### src/rtl/rxr_pkg.sv
package rxr_pkg;
  localparam int BUF_BYTES = 128;
  localparam int OFF_W     = 7;
  localparam int LEN_W     = 12;
  localparam int HDR_BYTES = 6;
  localparam int W1_SOF    = 14;
  localparam int W1_EOF    = 15;
  localparam int W1_BCAST  = 31;

  typedef struct packed {
    logic             bcast;
    logic             eof;
    logic             sof;
    logic [LEN_W-1:0] len;
  } rxr_stat_t;

  function automatic logic [31:0] rxr_pack_w1(rxr_stat_t s);
    logic [31:0] w;
    w              = '0;
    w[LEN_W-1:0]   = s.len;
    w[W1_SOF]      = s.sof;
    w[W1_EOF]      = s.eof;
    w[W1_BCAST]    = s.bcast;
    return w;
  endfunction
endpackage

### src/rtl/rxr_ring_ptr.sv
module rxr_ring_ptr #(
  parameter int RING = 32,
  localparam int IW  = $clog2(RING)
) (
  input  logic          clk,
  input  logic          rst,
  input  logic          adv,
  output logic [IW-1:0] head
);
  localparam logic [IW-1:0] LAST = IW'(RING - 1);

  always_ff @(posedge clk) begin
    if (rst) begin
      head <= '0;
    end else if (adv) begin
      head <= (head == LAST) ? '0 : head + 1'b1;
    end
  end
endmodule

### src/rtl/rxr_desc_store.sv
module rxr_desc_store
  import rxr_pkg::*;
#(
  parameter int RING = 32,
  localparam int IW  = $clog2(RING)
) (
  input  logic          clk,
  input  logic          rst,
  input  logic          st_we,
  input  logic [IW-1:0] st_idx,
  input  logic [31:0]   st_word,
  input  logic          set_we,
  input  logic [IW-1:0] set_idx,
  input  logic          clr_we,
  input  logic [IW-1:0] clr_idx,
  input  logic [IW-1:0] head_idx,
  output logic          head_used,
  input  logic [IW-1:0] rd_idx,
  output logic [31:0]   rd_w0,
  output logic [31:0]   rd_w1
);
  logic [31:0]     stat_mem [RING];
  logic [RING-1:0] used;
  logic [31:0]     mem_q;
  logic [31:0]     w0_n;

  initial begin
    for (int i = 0; i < RING; i++) stat_mem[i] = '0;
  end

  // status memory: one write port, one registered read port (read-first)
  always_ff @(posedge clk) begin
    if (st_we) stat_mem[st_idx] <= st_word;
    mem_q <= stat_mem[rd_idx];
  end

  // ownership flags: the hardware set wins over a software clear of the same entry
  always_ff @(posedge clk) begin
    if (rst) begin
      used <= '0;
    end else begin
      if (clr_we) used[clr_idx] <= 1'b0;
      if (set_we) used[set_idx] <= 1'b1;
    end
  end

  assign head_used = used[head_idx];

  always_comb begin
    w0_n                    = '0;
    w0_n[IW+OFF_W-1:OFF_W]  = rd_idx;
    w0_n[1]                 = (rd_idx == IW'(RING - 1));
    w0_n[0]                 = used[rd_idx];
  end

  logic rd_valid;
  always_ff @(posedge clk) begin
    if (rst) begin
      rd_w0    <= '0;
      rd_valid <= 1'b0;
    end else begin
      rd_w0    <= w0_n;
      rd_valid <= 1'b1;
    end
  end

  assign rd_w1 = rd_valid ? mem_q : '0;
endmodule

### src/rtl/rxr_fill.sv
module rxr_fill
  import rxr_pkg::*;
#(
  parameter int RING = 32,
  localparam int IW  = $clog2(RING),
  localparam int AW  = IW + OFF_W
) (
  input  logic          clk,
  input  logic          rst,
  input  logic          rx_valid,
  input  logic [7:0]    rx_data,
  input  logic          rx_sof,
  input  logic          rx_eof,
  input  logic [IW-1:0] head,
  input  logic          head_used,
  output logic          adv,
  output logic          buf_we,
  output logic [AW-1:0] buf_addr,
  output logic [7:0]    buf_data,
  output logic          overrun,
  output logic          st_we,
  output logic [IW-1:0] st_idx,
  output logic [31:0]   st_word,
  output logic          set_we,
  output logic [IW-1:0] set_idx
);
  logic             in_frame, dropping, sof_buf, bc_ok;
  logic [OFF_W-1:0] off;
  logic [LEN_W-1:0] len;

  logic             start, active, blocked, take, close;
  logic [OFF_W-1:0] cur_off;
  logic [LEN_W-1:0] len_cur, len_nxt;
  logic             sofb_cur, bc_cur, bc_nxt;
  rxr_stat_t        stat_n;

  always_comb begin
    start    = rx_valid & rx_sof;
    active   = rx_valid & (start | (in_frame & ~dropping));
    cur_off  = start ? '0 : off;
    len_cur  = start ? '0 : len;
    sofb_cur = start | sof_buf;
    bc_cur   = start | bc_ok;
    blocked  = active & (cur_off == '0) & head_used;
    take     = active & ~blocked;
    close    = take & (rx_eof | (cur_off == OFF_W'(BUF_BYTES - 1)));
    len_nxt  = len_cur + 1'b1;
    bc_nxt   = bc_cur & ~((len_cur < LEN_W'(HDR_BYTES)) & (rx_data != 8'hFF));
    stat_n.sof   = sofb_cur;
    stat_n.eof   = rx_eof;
    stat_n.len   = rx_eof ? len_nxt : '0;
    stat_n.bcast = rx_eof & bc_nxt & (len_nxt >= LEN_W'(HDR_BYTES));
  end

  assign adv = close;

  // registered outputs
  always_ff @(posedge clk) begin
    if (rst) begin
      buf_we   <= 1'b0;
      buf_addr <= '0;
      buf_data <= '0;
      overrun  <= 1'b0;
      st_we    <= 1'b0;
      st_idx   <= '0;
      st_word  <= '0;
      set_we   <= 1'b0;
      set_idx  <= '0;
    end else begin
      buf_we   <= take;
      buf_addr <= {head, cur_off};
      buf_data <= rx_data;
      overrun  <= blocked;
      st_we    <= close;
      st_idx   <= head;
      st_word  <= rxr_pack_w1(stat_n);
      set_we   <= st_we;
      set_idx  <= st_idx;
    end
  end

  // frame state
  always_ff @(posedge clk) begin
    if (rst) begin
      in_frame <= 1'b0;
      dropping <= 1'b0;
      sof_buf  <= 1'b0;
      bc_ok    <= 1'b0;
      off      <= '0;
      len      <= '0;
    end else if (rx_valid) begin
      if (start | in_frame) begin
        in_frame <= ~rx_eof;
        dropping <= rx_eof ? 1'b0 : ((dropping & ~start) | blocked);
      end
      if (take) begin
        off     <= close ? '0 : cur_off + 1'b1;
        len     <= len_nxt;
        sof_buf <= close ? 1'b0 : sofb_cur;
        bc_ok   <= bc_nxt;
      end
    end
  end
endmodule

### src/rtl/rxr_ring_writer.sv
module rxr_ring_writer
  import rxr_pkg::*;
#(
  parameter int RING = 32,
  localparam int IW  = $clog2(RING),
  localparam int AW  = IW + OFF_W
) (
  input  logic          clk,
  input  logic          rst,
  input  logic          rx_valid,
  input  logic [7:0]    rx_data,
  input  logic          rx_sof,
  input  logic          rx_eof,
  input  logic [IW-1:0] sw_idx,
  input  logic          sw_clr,
  input  logic [IW-1:0] sw_clr_idx,
  output logic [31:0]   sw_word0,
  output logic [31:0]   sw_word1,
  output logic          buf_we,
  output logic [AW-1:0] buf_addr,
  output logic [7:0]    buf_data,
  output logic          overrun
);
  logic          adv, head_used, st_we, set_we;
  logic [IW-1:0] head, st_idx, set_idx;
  logic [31:0]   st_word;

  rxr_ring_ptr #(.RING(RING)) u_ptr (
    .clk(clk), .rst(rst), .adv(adv), .head(head)
  );

  rxr_fill #(.RING(RING)) u_fill (
    .clk(clk), .rst(rst),
    .rx_valid(rx_valid), .rx_data(rx_data), .rx_sof(rx_sof), .rx_eof(rx_eof),
    .head(head), .head_used(head_used), .adv(adv),
    .buf_we(buf_we), .buf_addr(buf_addr), .buf_data(buf_data), .overrun(overrun),
    .st_we(st_we), .st_idx(st_idx), .st_word(st_word),
    .set_we(set_we), .set_idx(set_idx)
  );

  rxr_desc_store #(.RING(RING)) u_store (
    .clk(clk), .rst(rst),
    .st_we(st_we), .st_idx(st_idx), .st_word(st_word),
    .set_we(set_we), .set_idx(set_idx),
    .clr_we(sw_clr), .clr_idx(sw_clr_idx),
    .head_idx(head), .head_used(head_used),
    .rd_idx(sw_idx), .rd_w0(sw_word0), .rd_w1(sw_word1)
  );
endmodule

### config.mk
export PLATFORM = sky130hd
export DESIGN_NAME = rxr_ring_writer
export DESIGN_NICKNAME = d
export VERILOG_FILES = /design/src/rtl/rxr_pkg.sv /design/src/rtl/rxr_ring_ptr.sv /design/src/rtl/rxr_desc_store.sv /design/src/rtl/rxr_fill.sv /design/src/rtl/rxr_ring_writer.sv
export SDC_FILE = /design/constraint.sdc
export NUM_CORES = 1
export LEC_CHECK = 0
export BUFFER_PORTS_ARGS = -buffer_cell sky130_fd_sc_hd__buf_2
export CORE_MARGIN = 2
export CORE_UTILIZATION = 60
export DETAILED_ROUTE_END_ITERATION = 6
export PLACE_DENSITY = 0.77
export SLEW_MARGIN = 20
export SYNTH_ARGS = -nofsm -noshare
export SYNTH_HDL_FRONTEND = slang
export SYNTH_HIERARCHICAL = 1
export SYNTH_SLANG_ARGS = --single-unit
### constraint.sdc
create_clock -name clk -period 4.53 [get_ports clk]
set_input_delay 0.2265 -clock clk [delete_from_list [all_inputs] [get_ports clk]]
set_output_delay 0.2265 -clock clk [all_outputs]
set_load 0.01 [all_outputs]
==> flow_summary_export.csv, run 1 <==
group,metric,value,unit
sta,report.final.setup_viol,0,
critical_path,criticalPathCategory,"reg -> reg",
critical_path,worst_path_largest_cell_delay,0.76,ns
floorplanning,boundaryPins,110,
logic_synthesis,netlist_top_cells_area,"edfxtp_1 (68%), mux4_2 (10%), dfxtp_1 (6.3%), mux2i_1 (2.9%), mux2_2 (1.7%)",
global_routing,grt_first_pass_wirelength,157.2,mm
clocking,clock_latency_at_the_later_pin_of_the_worst_skew_pair,0.68,ns
placement,post_place_cell_area,0.04706,mm^2
placement,port_buffer_count,84,
floorplanning,die_y,279.3,um
critical_path,worstReg2RegStart,"u_ptr/head[0]",
cells_and_area,num-fill-cells,4536,
critical_path,cp.required,5.12,ns
cells_and_area,final_util,68.48,%
logic_synthesis,synth_most_common_cell,"edfxtp_1",
drt,wl,108.1,mm
clocking,ctsResizeCount,0,
cells_and_area,final_non_filler_cell_area,0.05115,mm^2
logic_synthesis,ys_top_cells_by_count,"edfxtp_1 (1,024), mux4_2 (211), dfxtp_1 (144)",
logic_synthesis,yosys.cell_types.count,65,
power,p_per_area,435.4,mW/mm^2
critical_path,critical_path.n_buffers_inverters,1,
critical_path,worst_path_max_delay_cell,"dfxtp_1",
sta,finalHoldWorstSlack,0.06302,ns
logic_synthesis,synth_seq_area_share,73.98,%
global_routing,number_of_global_route_vias_before_repair,24178,
power,vdd.ir_drop.worst,380.9,uV
logic_synthesis,synth_top_cell_by_area,"edfxtp_1",
sta,slew-limit-headroom,26.40,%
clocking,cts.path.max_buffers,3,
clocking,cts_num_sinks,1168,
global_routing,antenna_violations_before_repair,6,
logic_synthesis,yosysWarnings,6,
job,drv.max_cap_violation_count,0,
critical_path,crit_arrival,4.13,ns
floorplanning,die_x_extent,279.3,um
critical_path,sequence_of_cells_on_the_critical_path,"mux4_2 > mux4_2 > mux2_2 > a31o_1 > nor2_1 > inv_2 > or4_1 > a21oi_1",
clocking,cts_setup_buffers,0,
logic_synthesis,post_synth_top_flop,"edfxtp_1",
clocking,cts_root_buf,"clkbuf_16",
logic_synthesis,async_reset_ff_share,0,%
sta,layout_worst_path_cycle_share,78.33,%
cells_and_area,antenna_cells,0,
global_routing,grt-ovfl-total,0,
drt,remaining_drc_errors,0,
critical_path,crit_path_start_kind,"register",
clocking,post_cts_hold_buffer_count,24,
global_routing,grt_start_max_net_pins,78,
global_routing,grtUsageMet2,44.03,%
sta,max_slew.worst_pin.slew,1.104,ns
floorplanning,initial_core_utilization,60.86,%
global_routing,grtUsageTotal,27.90,%
logic_synthesis,syn_area_per_cell,18.49,um^2
cells_and_area,syn2layout_area_growth,12.53,%
global_routing,global_route.peak_usage_layer,"met2",
cells_and_area,layout_nets,2632,
run_status,outcome,"completed",
power,power,22.27,mW
clocking,htreeDepth,3,
worst_hold_path,holdCritStartpoint,"sw_clr_idx[2]",
sta,rsz0062_at_grt,"no",
cells_and_area,drive_gt1_share,24.81,%
sta,finalHoldViolCount,0,
clocking,cts_buffers,111,
critical_path,worstSetupStartpoint,"u_ptr/head[0]",
critical_path,timing.critical_path.mode_cell,"mux4_2",
sta,slew_violations,0,
drt,drt.antenna.violating_nets,0,
floorplanning,placeableCoreArea,0.07470,mm^2
logic_synthesis,proportion_of_netlist_area_held_by_the_largest_area_contributor,67.64,%
sta,finalClockSkew,0.02262,ns
sta,totalNegativeSetupSlack,0,ns
drt,firstDrtPassIters,6,
global_routing,grt.met3_usage,5.748,%
placement,detail_placement_hpwl,59.54,mm
drt,via_count_of_the_routed_design,24123,
floorplanning,die_area,0.07798,mm^2
drt,drtIter0Drc,3183,
critical_path,crit_fanout,14,
sta,max_clock_freq,0.2818,GHz
logic_synthesis,synth_edf_count,1024,
drt,avgViaCountPerCell,6.575,
worst_hold_path,holdCritPathClass,"in -> reg",
logic_synthesis,yosys_register_bits,1168,
power,total_leakage_power,16.87,nW
critical_path,critical_path.endpoint_type,"register",
clocking,cts_tree,"done",
logic_synthesis,netlist_area,0.04546,mm^2
drt,drt-wirelength-per-cell,29.47,um
global_routing,grt.met1_usage,38.70,%
critical_path,worst_path_dominant_cell_family,"multiplexers",
floorplanning,row_count,100,
placement,gp_routability_congestion,0.8187,
logic_synthesis,synthCells,2458,
sta,post-route-min-period,3.548,ns
clocking,clk_pin_slew_worst_paths,0.07,ns
tightest hold or removal path, stage by stage:
cell and delay, ns:
buf_2 0.14, nand2_1 0.12, o21ai_0 0.09, a21oi_1 0.13
layer usage:
layer	routed length (um)	part of all wire [%]
met5	13	0.012
met4	4274	4.0
met3	10660	9.9
met2	51760	48
met1	41400	38
placed cells by master, fill, tap and decap left out, drive strengths merged, types with 3 or more instances in the layout:
master,n
clkbuf,153
nand3,13
bufinv,14
a21oi,89
clkinv,30
nor2b,60
inv,13
and3,11
or2,6
nand3b,10
buf,153
o21ai,43
ha,4
nor3,5
o32ai,4
nor3b,7
a211oi,35
o22ai,66
xnor2,5
or3b,5
dfxtp,144
a211o,32
or4,6
nand2,68
mux2i,130
a31oi,6
clkinvlp,9
mux4,211
mux2,67
nand2b,4
edfxtp,1024
conb,42
nor2,134
and2,33
dlygate4sd3,24
nand4,10
nor4,3
or3,3
layout make-up:
cell class	instances	area, um^2	share of cell area (%)
Inverter	10	37.54	0.07338
Multi-Input combinational cell	1136	11130	21.76
Tap cell	969	1212	2.370
Clock buffer	153	3186	6.227
Sequential cell	1168	33640	65.76
Clock inverter	56	666.9	1.304
Timing Repair Buffer	177	1282	2.507
final timing paths:
kind,end,slack [ns],cells past startpoint
setup / recovery,u_ptr/head[3],0.98,8
hold / removal,u_store/used[7],0.06,4
setup reg to reg,u_ptr/head[3],0.98,8
hold reg to reg,u_fill/sof_buf,0.46,2
flip-flops by register name (all words and copies together) (netlist names), 5 cells and up:
name              cells
u_store/rd_w0         7
u_fill/buf_data       8
u_fill/st_word       15
u_fill/set_idx        5
u_fill/off            7
u_store/used         32
u_fill/len           12
u_fill/buf_addr      12
u_store/stat_mem   1024
u_store/mem_q        32
u_ptr/head            5
logic make-up after synthesis:
kind of cell | share of synthesized area, %
adder cells (fa/ha/maj) | 0.1101
AO/OA/AOI/OAI | 4.068
XOR/XNOR | 0.1349
multiplexers | 14.98
flip-flops | 73.98
buffers and inverters | 2.436
other | 0.01652
AND/OR/NAND/NOR | 4.274
per-stage QoR:
step           setup WS [ns]  std cells
2_1_floorplan          1.163       2498
3_3_place_gp          0.9907       3436
3_5_place_dp           1.005       3436
4_1_cts               0.9840       3669
5_1_grt               0.7310       3669
6_report              0.9816       3669
where the power goes:
part	switching, mW	internal, mW
combinational	0.543	0.360
clock	3.91	5.72
sequential	0.0591	11.7
total	4.51	17.8
Note: power is estimated with default switching activity, not from simulation.
==> run 2, diff against run 1 <==
==> constraint.sdc (replaced) <==
create_clock -name clk -period 3.6 [get_ports clk]
set_input_delay 0.18 -clock clk [delete_from_list [all_inputs] [get_ports clk]]
set_output_delay 0.18 -clock clk [all_outputs]
set_load 0.01 [all_outputs]
==> flow_summary_export.csv, run 2 (synthesis results as in run 1) <==
group,metric,value,unit
run_status,outcome,"completed",
cells_and_area,total_area_of_sequential_cells,0.03364,mm^2
critical_path,worstReg2RegStart,"u_ptr/head[0]",
sta,post-route-min-period,3.313,ns
cells_and_area,most_used_cells_in_the_layout_excluding_fill_and_tap_cells,"edfxtp_1 (1,024), mux4_2 (211), dfxtp_1 (136)",
placement,detail_placement_hpwl,59.29,mm
global_routing,grt_first_pass_wirelength,157.6,mm
cells_and_area,layout_nets,2647,
sta,rsz0062_at_grt,"no",
sta,finalHoldViolCount,0,
job,drv.max_cap_violation_count,0,
floorplanning,placeableCoreArea,0.07470,mm^2
critical_path,crit_fanout,14,
sta,slew_violations,0,
placement,port_buffer_count,84,
global_routing,number_of_global_route_vias_before_repair,24479,
floorplanning,die_area,0.07798,mm^2
floorplanning,initial_core_utilization,60.86,%
worst_hold_path,holdCritStartpoint,"sw_clr_idx[2]",
cells_and_area,largest_reg_flops,1024,
clocking,cts_buffers,112,
power,power.switching,5.661,mW
cells_and_area,layout_commonest_cell,"edfxtp_1",
drt,remaining_drc_errors,0,
worst_hold_path,min_delay_worst_endpoint,"u_store/used[4]",
floorplanning,row_count,100,
power,p_per_area,539.5,mW/mm^2
worst_hold_path,holdCritPathClass,"in -> reg",
sta,max_clock_freq,0.3018,GHz
cells_and_area,num-fill-cells,4598,
clocking,htreeDepth,3,
cells_and_area,syn2layout_area_growth,12.78,%
clocking,clock_latency_at_the_later_pin_of_the_worst_skew_pair,0.68,ns
drt,drt.antenna.violating_nets,0,
power,cell_internal_pwr,22.00,mW
sta,totalNegativeSetupSlack,0,ns
worst_hold_path,hold_depth,4,
power,power_frac_clock,42.3,%
critical_path,reg2regPathDepth,8,
global_routing,grt-ovfl-total,0,
sta,max_slew.worst_pin.slew,1.019,ns
drt,drtIter0Drc,2731,
global_routing,antenna_violations_before_repair,2,
power,vdd.ir_drop.worst,483.2,uV
clocking,cts_root_buf,"clkbuf_16",
clocking,cts_tree,"done",
sta,layout_worst_path_cycle_share,92.04,%
critical_path,crit_arrival,3.91,ns
global_routing,grt_start_max_net_pins,68,
sta,finalClockSkew,0.02722,ns
global_routing,grtUsageTotal,27.81,%
critical_path,critical_path.endpoint_type,"register",
drt,via_count_of_the_routed_design,24161,
drt,avgViaCountPerCell,6.558,
drt,firstDrtPassIters,6,
cells_and_area,drive_gt1_share,25.45,%
clocking,clk_pin_slew_worst_paths,0.06,ns
cells_and_area,registers.top_by_ff_count,"u_store/stat_mem",
power,power.share.sequential,53.4,%
power,power_switching_share,20.47,%
critical_path,crit_path_start_kind,"register",
power,total_leakage_power,16.95,nW
drt,wl,107.3,mm
clocking,cts_num_sinks,1168,
sta,report.final.setup_viol,0,
floorplanning,die_y,279.3,um
power,combinationalPowerShare,4.2,%
sta,slew-limit-headroom,31.98,%
critical_path,regToRegSetupSlack,0.29,ns
cells_and_area,reg_top3,"u_store/stat_mem x1024, u_store/mem_q x32, u_store/used x32",
clocking,cts.path.max_buffers,3,
cells_and_area,antenna_cells,0,
drt,drt-wirelength-per-cell,29.12,um
cells_and_area,multi_input_comb_area,0.01114,mm^2
critical_path,cp.required,4.20,ns
critical_path,criticalPathCategory,"reg -> reg",
floorplanning,die_x_extent,279.3,um
floorplanning,boundaryPins,110,
placement,gp_routability_congestion,0.8137,
cells_and_area,final_util,68.63,%
critical_path,regToRegEndpoint,"u_ptr/head[3]",
-- run 2: per-layer routing --
| layer | global-route usage, % | wire length, um | vias up | part of all wire, % |
|---|---|---|---|---|
| met5 | 0 | 12 | - | 0.011 |
| met4 | 10.41 | 4022 | 2 | 3.7 |
| met1 | 38.20 | 41070 | 12571 | 38 |
| li1 | - | - | 10058 | - |
| met2 | 45.36 | 52620 | 1284 | 49 |
| met3 | 4.703 | 9554 | 246 | 8.9 |
-- run 2: final cells by class --
cell class | count | share of cell area, %
Multi-Input combinational cell | 1136 | 21.72
Sequential cell | 1168 | 65.62
Clock buffer | 156 | 6.211
Inverter | 10 | 0.07322
Timing Repair Buffer | 191 | 2.960
Tap cell | 969 | 2.365
Clock inverter | 54 | 1.047
-- run 2: how the worst max path moves through the flow --
| stage | from | endpoint | slack [ns] |
|---|---|---|---|
| 6_report | u_ptr/head[0] | u_ptr/head[3] | 0.29 |
| 5_1_grt | u_ptr/head[0] | u_ptr/head[3] | 0.08 |
| 4_1_cts | u_ptr/head[0] | u_ptr/head[3] | 0.28 |
| 3_5_place_dp | u_ptr/head[0] | u_ptr/head[3] | 0.30 |
| 3_3_place_gp | u_ptr/head[0] | u_ptr/head[3] | 0.34 |
| 2_1_floorplan | u_ptr/head[0] | u_ptr/head[3] | 0.23 |
-- run 2: power by group through the flow --
stage | combinational, mW | clock (mW) | sequential [mW]
after CTS | 1.13 | 11.8 | 14.8
after floorplan | 0.827 | 0 | 15.0
after global routing | 1.25 | 12.3 | 14.8
after global placement | 1.09 | 0 | 15.1
after detailed placement | 1.10 | 0 | 15.1
final | 1.17 | 11.7 | 14.8
-- run 2: worst max-delay path, stage by stage, from the launching register on --
cell and delay [ns]:
dfxtp_1 0.75, mux4_2 0.61, mux4_2 0.46, mux2_2 0.32, a31o_1 0.20, nor2_1 0.17, inv_2 0.07, or4_1 0.52
a21oi_1 0.15
-- run 2: what timing repair did --
| item | CTS | global route |
|---|---|---|
| hold endpoints to repair | 46 | 0 |
| gates resized for setup | 0 | 0 |
| hold buffers | 16 | 0 |
| buffers inserted | 0 | 0 |
-- run 2: per-stage QoR --
| step | hold slack, ns | cell area, um^2 | power (mW) | instances | setup WS, ns |
|---|---|---|---|---|---|
| 5_1_grt | 0.04982 | 51270 | 28.37 | 3684 | 0.07978 |
| 3_3_place_gp | 0.4024 | 47370 | 16.15 | 3458 | 0.3399 |
| 6_report | 0.02759 | 51270 | 27.66 | 3684 | 0.2867 |
| 4_1_cts | 0.004409 | 51250 | 27.74 | 3684 | 0.2763 |
| 2_1_floorplan | 0.2491 | 45610 | 15.85 | 2498 | 0.2334 |
| 3_5_place_dp | 0.4130 | 47370 | 16.17 | 3458 | 0.2990 |
